File: src/rtl/rob_pkg.sv
package rob_pkg;

    localparam int KIND_W = 3;

    typedef enum logic [KIND_W-1:0] {
        OP_ALU    = 3'd0,
        OP_LOAD   = 3'd1,
        OP_STORE  = 3'd2,
        OP_BRANCH = 3'd3,
        OP_JUMP   = 3'd4,
        OP_NOP    = 3'd5,
        OP_HALT   = 3'd6
    } op_kind_e;

endpackage

File: src/rtl/rob_wb_match.sv
module rob_wb_match #(
    parameter int DEPTH = 6,
    parameter int TAG_W = 3
) (
    input  logic             wb_valid,
    input  logic [TAG_W-1:0] wb_tag,
    input  logic [DEPTH-1:0] slot_valid,
    output logic [DEPTH-1:0] slot_hit
);

    // One comparator per slot. A broadcast to a free slot hits nothing.
    for (genvar g = 0; g < DEPTH; g++) begin : g_slot
        assign slot_hit[g] = wb_valid && slot_valid[g] && (wb_tag == TAG_W'(g));
    end

endmodule

File: src/rtl/rob_retire_dec.sv
module rob_retire_dec
    import rob_pkg::*;
#(
    parameter int XLEN = 32
) (
    input  logic            head_valid,
    input  logic            head_ready,
    input  op_kind_e        head_kind,
    input  logic [XLEN-1:0] head_pc,
    input  logic            head_pred,
    input  logic            head_taken,
    input  logic [XLEN-1:0] head_target,
    input  logic            halted_q,
    output logic            retire,
    output logic            reg_we,
    output logic            mem_we,
    output logic            ctl_upd,
    output logic            actual_taken,
    output logic            mispredict,
    output logic [XLEN-1:0] restart_pc,
    output logic            halt_now
);

    logic is_ctl;

    always_comb begin
        retire       = head_valid && head_ready && !halted_q;
        is_ctl       = (head_kind == OP_BRANCH) || (head_kind == OP_JUMP);
        // A jump always transfers control, whatever was broadcast.
        actual_taken = (head_kind == OP_JUMP) ? 1'b1 : head_taken;
        reg_we       = retire && ((head_kind == OP_ALU) || (head_kind == OP_LOAD));
        mem_we       = retire && (head_kind == OP_STORE);
        ctl_upd      = retire && is_ctl;
        mispredict   = ctl_upd && (actual_taken != head_pred);
        restart_pc   = actual_taken ? head_target : head_pc + XLEN'(4);
        halt_now     = retire && (head_kind == OP_HALT);
    end

endmodule

File: src/rtl/rob_ring_ctrl.sv
module rob_ring_ctrl #(
    parameter int DEPTH = 6,
    parameter int TAG_W = 3,
    parameter int CNT_W = 3
) (
    input  logic [TAG_W-1:0] head_q,
    input  logic [TAG_W-1:0] tail_q,
    input  logic [CNT_W-1:0] count_q,
    input  logic             halted_q,
    input  logic             alloc_req,
    input  logic             retire,
    input  logic             flush,
    output logic             alloc_ready,
    output logic             alloc_ok,
    output logic [TAG_W-1:0] head_d,
    output logic [TAG_W-1:0] tail_d,
    output logic [CNT_W-1:0] count_d
);

    function automatic logic [TAG_W-1:0] step(input logic [TAG_W-1:0] p);
        return (p == TAG_W'(DEPTH - 1)) ? '0 : p + TAG_W'(1);
    endfunction

    always_comb begin
        alloc_ready = (count_q != CNT_W'(DEPTH)) && !halted_q && !flush;
        alloc_ok    = alloc_req && alloc_ready;
        head_d      = retire ? step(head_q) : head_q;
        if (flush) begin
            // Everything younger than the retiring branch is gone.
            tail_d  = step(head_q);
            count_d = '0;
        end else begin
            tail_d  = alloc_ok ? step(tail_q) : tail_q;
            count_d = count_q;
            if (alloc_ok && !retire) begin
                count_d = count_q + CNT_W'(1);
            end else if (!alloc_ok && retire) begin
                count_d = count_q - CNT_W'(1);
            end
        end
    end

endmodule

File: src/rtl/reorder_buf.sv
module reorder_buf
    import rob_pkg::*;
#(
    parameter int  DEPTH  = 6,
    parameter int  XLEN   = 32,
    parameter int  RIDX_W = 5,
    localparam int TAG_W  = (DEPTH > 1) ? $clog2(DEPTH) : 1
) (
    input  logic              clk,
    input  logic              rst_n,
    input  logic              alloc_valid,
    input  logic [2:0]        alloc_kind,
    input  logic [RIDX_W-1:0] alloc_dest,
    input  logic [XLEN-1:0]   alloc_pc,
    input  logic              alloc_pred_taken,
    output logic              alloc_ready,
    output logic [TAG_W-1:0]  alloc_tag,
    input  logic              wb_valid,
    input  logic [TAG_W-1:0]  wb_tag,
    input  logic [XLEN-1:0]   wb_value,
    input  logic [XLEN-1:0]   wb_addr,
    input  logic              wb_taken,
    input  logic [XLEN-1:0]   wb_target,
    output logic              commit_valid,
    output logic              commit_reg_we,
    output logic [RIDX_W-1:0] commit_reg_idx,
    output logic [XLEN-1:0]   commit_reg_data,
    output logic              commit_mem_we,
    output logic [XLEN-1:0]   commit_mem_addr,
    output logic [XLEN-1:0]   commit_mem_data,
    output logic              flush,
    output logic [XLEN-1:0]   redirect_pc,
    output logic              pred_upd_valid,
    output logic [XLEN-1:0]   pred_upd_pc,
    output logic [XLEN-1:0]   pred_upd_target,
    output logic              pred_upd_taken,
    output logic              halted
);

    localparam int CNT_W = $clog2(DEPTH + 1);

    typedef struct packed {
        logic              valid;
        logic              ready;
        op_kind_e          kind;
        logic [RIDX_W-1:0] dest;
        logic [XLEN-1:0]   pc;
        logic              pred_taken;
        logic [XLEN-1:0]   value;
        logic [XLEN-1:0]   addr;
        logic              taken;
        logic [XLEN-1:0]   target;
    } entry_t;

    typedef struct packed {
        entry_t [DEPTH-1:0] ent;
        logic [TAG_W-1:0]   head;
        logic [TAG_W-1:0]   tail;
        logic [CNT_W-1:0]   count;
        logic               halted;
    } state_t;

    state_t state_q, state_d;

    entry_t           head_ent;
    op_kind_e         new_kind;
    logic [DEPTH-1:0] slot_valid;
    logic [DEPTH-1:0] slot_hit;
    logic             retire, reg_we, mem_we, ctl_upd, actual_taken;
    logic             mispredict, halt_now, alloc_ok;
    logic [XLEN-1:0]  restart_pc;
    logic [TAG_W-1:0] head_n, tail_n;
    logic [CNT_W-1:0] count_n;

    assign head_ent = state_q.ent[state_q.head];
    assign new_kind = op_kind_e'(alloc_kind);

    for (genvar g = 0; g < DEPTH; g++) begin : g_valid
        assign slot_valid[g] = state_q.ent[g].valid;
    end

    rob_wb_match #(
        .DEPTH (DEPTH),
        .TAG_W (TAG_W)
    ) i_wb_match (
        .wb_valid   (wb_valid),
        .wb_tag     (wb_tag),
        .slot_valid (slot_valid),
        .slot_hit   (slot_hit)
    );

    rob_retire_dec #(
        .XLEN (XLEN)
    ) i_retire_dec (
        .head_valid   (head_ent.valid),
        .head_ready   (head_ent.ready),
        .head_kind    (head_ent.kind),
        .head_pc      (head_ent.pc),
        .head_pred    (head_ent.pred_taken),
        .head_taken   (head_ent.taken),
        .head_target  (head_ent.target),
        .halted_q     (state_q.halted),
        .retire       (retire),
        .reg_we       (reg_we),
        .mem_we       (mem_we),
        .ctl_upd      (ctl_upd),
        .actual_taken (actual_taken),
        .mispredict   (mispredict),
        .restart_pc   (restart_pc),
        .halt_now     (halt_now)
    );

    rob_ring_ctrl #(
        .DEPTH (DEPTH),
        .TAG_W (TAG_W),
        .CNT_W (CNT_W)
    ) i_ring_ctrl (
        .head_q      (state_q.head),
        .tail_q      (state_q.tail),
        .count_q     (state_q.count),
        .halted_q    (state_q.halted),
        .alloc_req   (alloc_valid),
        .retire      (retire),
        .flush       (mispredict),
        .alloc_ready (alloc_ready),
        .alloc_ok    (alloc_ok),
        .head_d      (head_n),
        .tail_d      (tail_n),
        .count_d     (count_n)
    );

    always_comb begin
        state_d = state_q;
        for (int i = 0; i < DEPTH; i++) begin
            if (slot_hit[i]) begin
                state_d.ent[i].ready  = 1'b1;
                state_d.ent[i].value  = wb_value;
                state_d.ent[i].addr   = wb_addr;
                state_d.ent[i].taken  = wb_taken;
                state_d.ent[i].target = wb_target;
            end
        end
        if (retire) begin
            state_d.ent[state_q.head].valid = 1'b0;
        end
        if (mispredict) begin
            for (int i = 0; i < DEPTH; i++) begin
                state_d.ent[i].valid = 1'b0;
            end
        end
        if (alloc_ok) begin
            state_d.ent[state_q.tail].valid      = 1'b1;
            state_d.ent[state_q.tail].ready      = (new_kind == OP_NOP) || (new_kind == OP_HALT);
            state_d.ent[state_q.tail].kind       = new_kind;
            state_d.ent[state_q.tail].dest       = alloc_dest;
            state_d.ent[state_q.tail].pc         = alloc_pc;
            state_d.ent[state_q.tail].pred_taken = alloc_pred_taken;
            state_d.ent[state_q.tail].value      = '0;
            state_d.ent[state_q.tail].addr       = '0;
            state_d.ent[state_q.tail].taken      = 1'b0;
            state_d.ent[state_q.tail].target     = '0;
        end
        state_d.head   = head_n;
        state_d.tail   = tail_n;
        state_d.count  = count_n;
        state_d.halted = state_q.halted || halt_now;
    end

    always_ff @(posedge clk) begin
        if (!rst_n) begin
            state_q <= '0;
        end else begin
            state_q <= state_d;
        end
    end

    assign alloc_tag       = state_q.tail;
    assign commit_valid    = retire;
    assign commit_reg_we   = reg_we;
    assign commit_reg_idx  = head_ent.dest;
    assign commit_reg_data = head_ent.value;
    assign commit_mem_we   = mem_we;
    assign commit_mem_addr = head_ent.addr;
    assign commit_mem_data = head_ent.value;
    assign flush           = mispredict;
    assign redirect_pc     = restart_pc;
    assign pred_upd_valid  = ctl_upd;
    assign pred_upd_pc     = head_ent.pc;
    assign pred_upd_target = head_ent.target;
    assign pred_upd_taken  = actual_taken;
    assign halted          = state_q.halted;

endmodule

File: config.mk
export PLATFORM = sky130hd
export DESIGN_NAME = reorder_buf
export DESIGN_NICKNAME = d
export VERILOG_FILES = /design/src/rtl/rob_pkg.sv /design/src/rtl/rob_wb_match.sv /design/src/rtl/rob_retire_dec.sv /design/src/rtl/rob_ring_ctrl.sv /design/src/rtl/reorder_buf.sv
export SDC_FILE = /design/constraint.sdc
export NUM_CORES = 2
export LEC_CHECK = 0
export BUFFER_PORTS_ARGS = -buffer_cell sky130_fd_sc_hd__buf_2
export CORE_ASPECT_RATIO = 0.75
export CORE_MARGIN = 5
export CORE_UTILIZATION = 40
export CTS_BUF_LIST = sky130_fd_sc_hd__clkbuf_8
export CTS_CLUSTER_SIZE = 25
export DETAILED_ROUTE_END_ITERATION = 8
export GPL_ROUTABILITY_DRIVEN = 0
export PLACE_DENSITY = 0.57
export RECOVER_POWER = 100
export SYNTH_ARGS = -nofsm -noshare
export SYNTH_HDL_FRONTEND = slang
export SYNTH_SLANG_ARGS = --single-unit
File: constraint.sdc
create_clock -name clk -period 3.94 [get_ports clk]
set_input_delay 0.788 -clock clk [delete_from_list [all_inputs] [get_ports clk]]
set_output_delay 0.788 -clock clk [all_outputs]
set_load 0.02 [all_outputs]
==> results.md <==
* Data required time at the worst endpoint at 3.15 ns
* Setup Viol. Count Final at 36
* Min setup slack post-route at -0.510 ns
* Met3 Track Usage GR at 6.60%
* Period utilisation layout at 113%
* RSZ-0062 raised after global routing: yes
* Remaining antenna violation count at 0
* Global-route total usage across every layer at 27.2%
* Wire length reported by the detailed router at 142000 um
* Area share of the leading cell type in the synthesized netlist at 45.4%
* Final Hold Viols at 0
* Number of hold-repair buffers added at the cts stage at 0
* Number of standard-cell rows in the floorplan at 97
* Dominant synthesized flop cell: sky130_fd_sc_hd__dfxtp_1
* Destination of the worst register-to-register timing path: state_q[3]
* Nature of the critical path endpoint: output pin
* Launching element of the worst setup path: state_q[7]
* Global routing usage on met2 at 40.8%
* Launch instance of the worst register-to-register path: state_q[7]
* Avg Inst Size Synth at 8.80 um2
* Leading area contributor after synthesis: sky130_fd_sc_hd__dfxtp_1
* Final non-filler cell total at 6017
* Largest cells by area after synthesis: sky130_fd_sc_hd__dfxtp_1 (45%), sky130_fd_sc_hd__mux2i_1 (17%), sky130_fd_sc_hd__nand2_1 (8.6%)
* Slew HR at 30.5%
* Violated checks: setup timing
* Overflow left after global routing at 0
* Initial antenna violation count at 30
* Worst vdd ir at 0.000318 V
* Port Buffers at 352
* Time the worst path needs with I/O delays and setup at 4.45 ns
* Worst-case clock skew at 0.0437 ns
* Post-placement cell count at 5627
* Sum of negative setup slack at -10.47 ns
* Result of the run: finished, violations left
* Achievable Freq at 0.225 GHz
* Power per unit of standard cell area at 398 nW/um2
* Clock insertion delay at the later pin of the skew report at 0.86 ns
* Via total after detailed routing at 33500
* Post-synthesis sequential element count at 850
* Layer with the highest usage after global routing: met2
* Net count after synthesis at 4411
* Post-CTS clock slew at the launch and capture registers of the worst setup and hold paths at 0.06 ns
* Die area at 100000 um2
* Synthesized instance count at 4263
* Pin count of the biggest net entering global routing at 174
* Maximum clock insertion buffer count at 3
* Post-synthesis instance area at 37500 um2
* CTS tree: built
* Hold slack at 0.223 ns
* Final count of pins violating max slew at 0
* Cells on worst reg2reg path at 19
* Number of DRC violations after detailed-routing iteration 0 at 3135
* Number of buffers added by the clock tree synthesis step at 142
* Post-synthesis sequential area ratio at 45.4%
* Worst-path fanout max at 8
* Worst-margin pin slew at 1.04 ns
* Post-synth ARST share at 0%
* CTS HTree Levels at 4
* Initial Util at 40.2%
* Global-route wire length before repair at 208000 um
* Number of ports placed on the die boundary at 353
* Root Buffer Master: sky130_fd_sc_hd__clkbuf_8
* Vias in the first global route at 32100
* Die H at 275 um
* Count of nets after finishing at 4807
* Core Footprint at 93200 um2
* Area grow syn2layout at 23.9%
* Leakage at 0.0177 uW
* Placed wire-length estimate after detailed placement at 80600 um
* Worst setup slack before clock tree synthesis at 0.0909 ns
* Worst setup slack for register-to-register paths at 0.12 ns
* Routed length per placed instance at 23.6 um
* Category of the worst setup path launch point: register
* Via density per instance at 5.57
* Classification of the worst setup path: reg -> out
* Remaining routing DRC violations at 0
* TritonCTS sink count at 850
* First-pass iteration count of the detailed router at 6
* Worst min-delay path class: in -> reg
* Max-cap violations at 0
* Fraction of layout instances using a drive strength above 1 at 22.7%
* Arrival time of the worst setup path at 3.66 ns
* Number of synthesized flops with an enable pin at 0
* Die X at 364 um
* Count of distinct cell types in the synthesized netlist at 77
* Global Route met1 Usage at 38.5%
* Number of warning messages in the yosys log at 0
* Endpoint of the worst setup timing path: redirect_pc[28]
-- layer usage --
layer  up-vias  part of all wire (%)  wire length [um]
li1      15600                     -                 -
met1     16400                    46             64900
met2      1217                    43             61600
met3       247                   8.2             11700
met4        12                   2.7              3890
met5         -                 0.053                76
-- cells in the final DEF, fill, tap and decap left out, types with 8 or more instances in the layout --
| master | instances |
|---|---|
| sky130_fd_sc_hd__o21ai_2 | 9 |
| sky130_fd_sc_hd__buf_8 | 15 |
| sky130_fd_sc_hd__o221ai_1 | 54 |
| sky130_fd_sc_hd__a211oi_1 | 10 |
| sky130_fd_sc_hd__o21ai_0 | 14 |
| sky130_fd_sc_hd__o22ai_1 | 12 |
| sky130_fd_sc_hd__clkinv_2 | 13 |
| sky130_fd_sc_hd__a21oi_1 | 458 |
| sky130_fd_sc_hd__a221oi_1 | 33 |
| sky130_fd_sc_hd__buf_12 | 50 |
| sky130_fd_sc_hd__buf_6 | 49 |
| sky130_fd_sc_hd__diode_2 | 22 |
| sky130_fd_sc_hd__o21ai_1 | 8 |
| sky130_fd_sc_hd__dfxtp_1 | 847 |
| sky130_fd_sc_hd__nand2b_1 | 10 |
| sky130_fd_sc_hd__a211oi_2 | 12 |
| sky130_fd_sc_hd__buf_4 | 183 |
| sky130_fd_sc_hd__inv_6 | 8 |
| sky130_fd_sc_hd__o31ai_2 | 10 |
| sky130_fd_sc_hd__buf_2 | 315 |
| sky130_fd_sc_hd__inv_1 | 60 |
| sky130_fd_sc_hd__nor4_4 | 10 |
| sky130_fd_sc_hd__a22o_1 | 124 |
| sky130_fd_sc_hd__buf_16 | 11 |
| sky130_fd_sc_hd__nor2_1 | 438 |
| sky130_fd_sc_hd__mux2i_1 | 638 |
| sky130_fd_sc_hd__nand4_1 | 10 |
| sky130_fd_sc_hd__nand2_1 | 850 |
| sky130_fd_sc_hd__mux2_2 | 52 |
| sky130_fd_sc_hd__a21oi_2 | 9 |
| sky130_fd_sc_hd__clkbuf_8 | 174 |
-- layout make-up --
class / instances / area, um2
tap: 1237 / 1550
sequential: 850 / 17000
timing repair buffer: 630 / 5190
clock inverter: 69 / 363
clock buffer: 174 / 2390
inverter: 26 / 133
multi-input combinational: 3009 / 19800
antenna: 22 / 55.1
fill: 8746 / 46700
-- how the worst min path moves through the flow --
stage | endpoint | cells after the start | slack, ns | startpoint
after detailed placement | state_q[538] | 2 | 0.44 | state_q[538]
after floorplan | state_q[110] | 2 | 0.43 | state_q[110]
final | state_q[324] | 3 | 0.22 | wb_addr[1]
after global placement | state_q[319] | 2 | 0.44 | state_q[319]
after global routing | state_q[324] | 3 | 0.19 | wb_addr[1]
after CTS | state_q[669] | 2 | 0.14 | alloc_pc[1]
-- timing repair --
item                       4_1_cts  5_1_grt
pin swaps                       39       58
resized for setup              228      135
setup buffers                   77       36
setup endpoints to repair      151       72
cloned                          14        3
-- cells in the mapped netlist, types with 7 or more instances --
cell type and number:
sky130_fd_sc_hd__nor2b_1 14, sky130_fd_sc_hd__mux2i_1 640, sky130_fd_sc_hd__buf_2 76, sky130_fd_sc_hd__and4_1 7, sky130_fd_sc_hd__nand2b_1 13, sky130_fd_sc_hd__a221oi_1 34
sky130_fd_sc_hd__o221ai_1 59, sky130_fd_sc_hd__inv_1 24, sky130_fd_sc_hd__a22oi_1 9, sky130_fd_sc_hd__nand2_1 862, sky130_fd_sc_hd__o21ai_0 28, sky130_fd_sc_hd__a22o_1 124
sky130_fd_sc_hd__dfxtp_1 850, sky130_fd_sc_hd__buf_1 28, sky130_fd_sc_hd__nand3_1 11, sky130_fd_sc_hd__clkbuf_1 214, sky130_fd_sc_hd__nand4_1 10, sky130_fd_sc_hd__a31oi_1 12
sky130_fd_sc_hd__buf_4 50, sky130_fd_sc_hd__o31ai_1 14, sky130_fd_sc_hd__a211oi_1 23, sky130_fd_sc_hd__nor4_1 10, sky130_fd_sc_hd__mux2_2 59, sky130_fd_sc_hd__o22ai_1 17
sky130_fd_sc_hd__nor2_1 447, sky130_fd_sc_hd__xor2_1 7, sky130_fd_sc_hd__buf_6 11, sky130_fd_sc_hd__nor3_1 12, sky130_fd_sc_hd__a21oi_1 472, sky130_fd_sc_hd__xnor2_1 10
-- sequential cells by signal, indices dropped and copies added (netlist names) --
name        cells
state_q       840
slot_valid      6
alloc_tag       3
halted          1
-- power by group --
group	total [uW]	switching, uW	internal (uW)
logic	1900	1210	690
registers	8780	74.9	8710
clock network	7810	3750	4060
-- critical path, cell delays in order (launching register included) --
cell and delay, ns:
sky130_fd_sc_hd__dfxtp_4 0.39, sky130_fd_sc_hd__buf_8 0.16, sky130_fd_sc_hd__buf_16 0.16, sky130_fd_sc_hd__nor3b_4 0.28
sky130_fd_sc_hd__a22oi_2 0.14, sky130_fd_sc_hd__o21ai_2 0.12, sky130_fd_sc_hd__ha_2 0.23, sky130_fd_sc_hd__nor2b_4 0.20
sky130_fd_sc_hd__nand2_4 0.10, sky130_fd_sc_hd__nor4_4 0.28, sky130_fd_sc_hd__buf_6 0.19, sky130_fd_sc_hd__a41oi_2 0.12
sky130_fd_sc_hd__o31ai_2 0.27, sky130_fd_sc_hd__buf_4 0.18
-- per-stage QoR --
stage | power, uW | utilization (%) | area [um2]
after global routing | 19200 | 49.8 | 46400
final | 18500 | 49.8 | 46500
after floorplan | 9830 | - | 37600
after CTS | 18500 | 48.9 | 45600
after global placement | 10500 | 43.9 | 40900
after detailed placement | 10500 | 43.9 | 40900
-- cell families after synthesis --
family / after synthesis / share of synthesized area [%]
xor gates and xnor gates: 17 / 0.397
and+or+nand+nor: 1430 / 15.3
DFF: 850 / 45.4
AOI/OAI and AO/OA: 854 / 14.6
buffers and inverters: 405 / 5.03
adders and majority gates: 3 / 0.120
muxes: 704 / 19.2
Note: power is estimated with default switching activity, not from simulation.
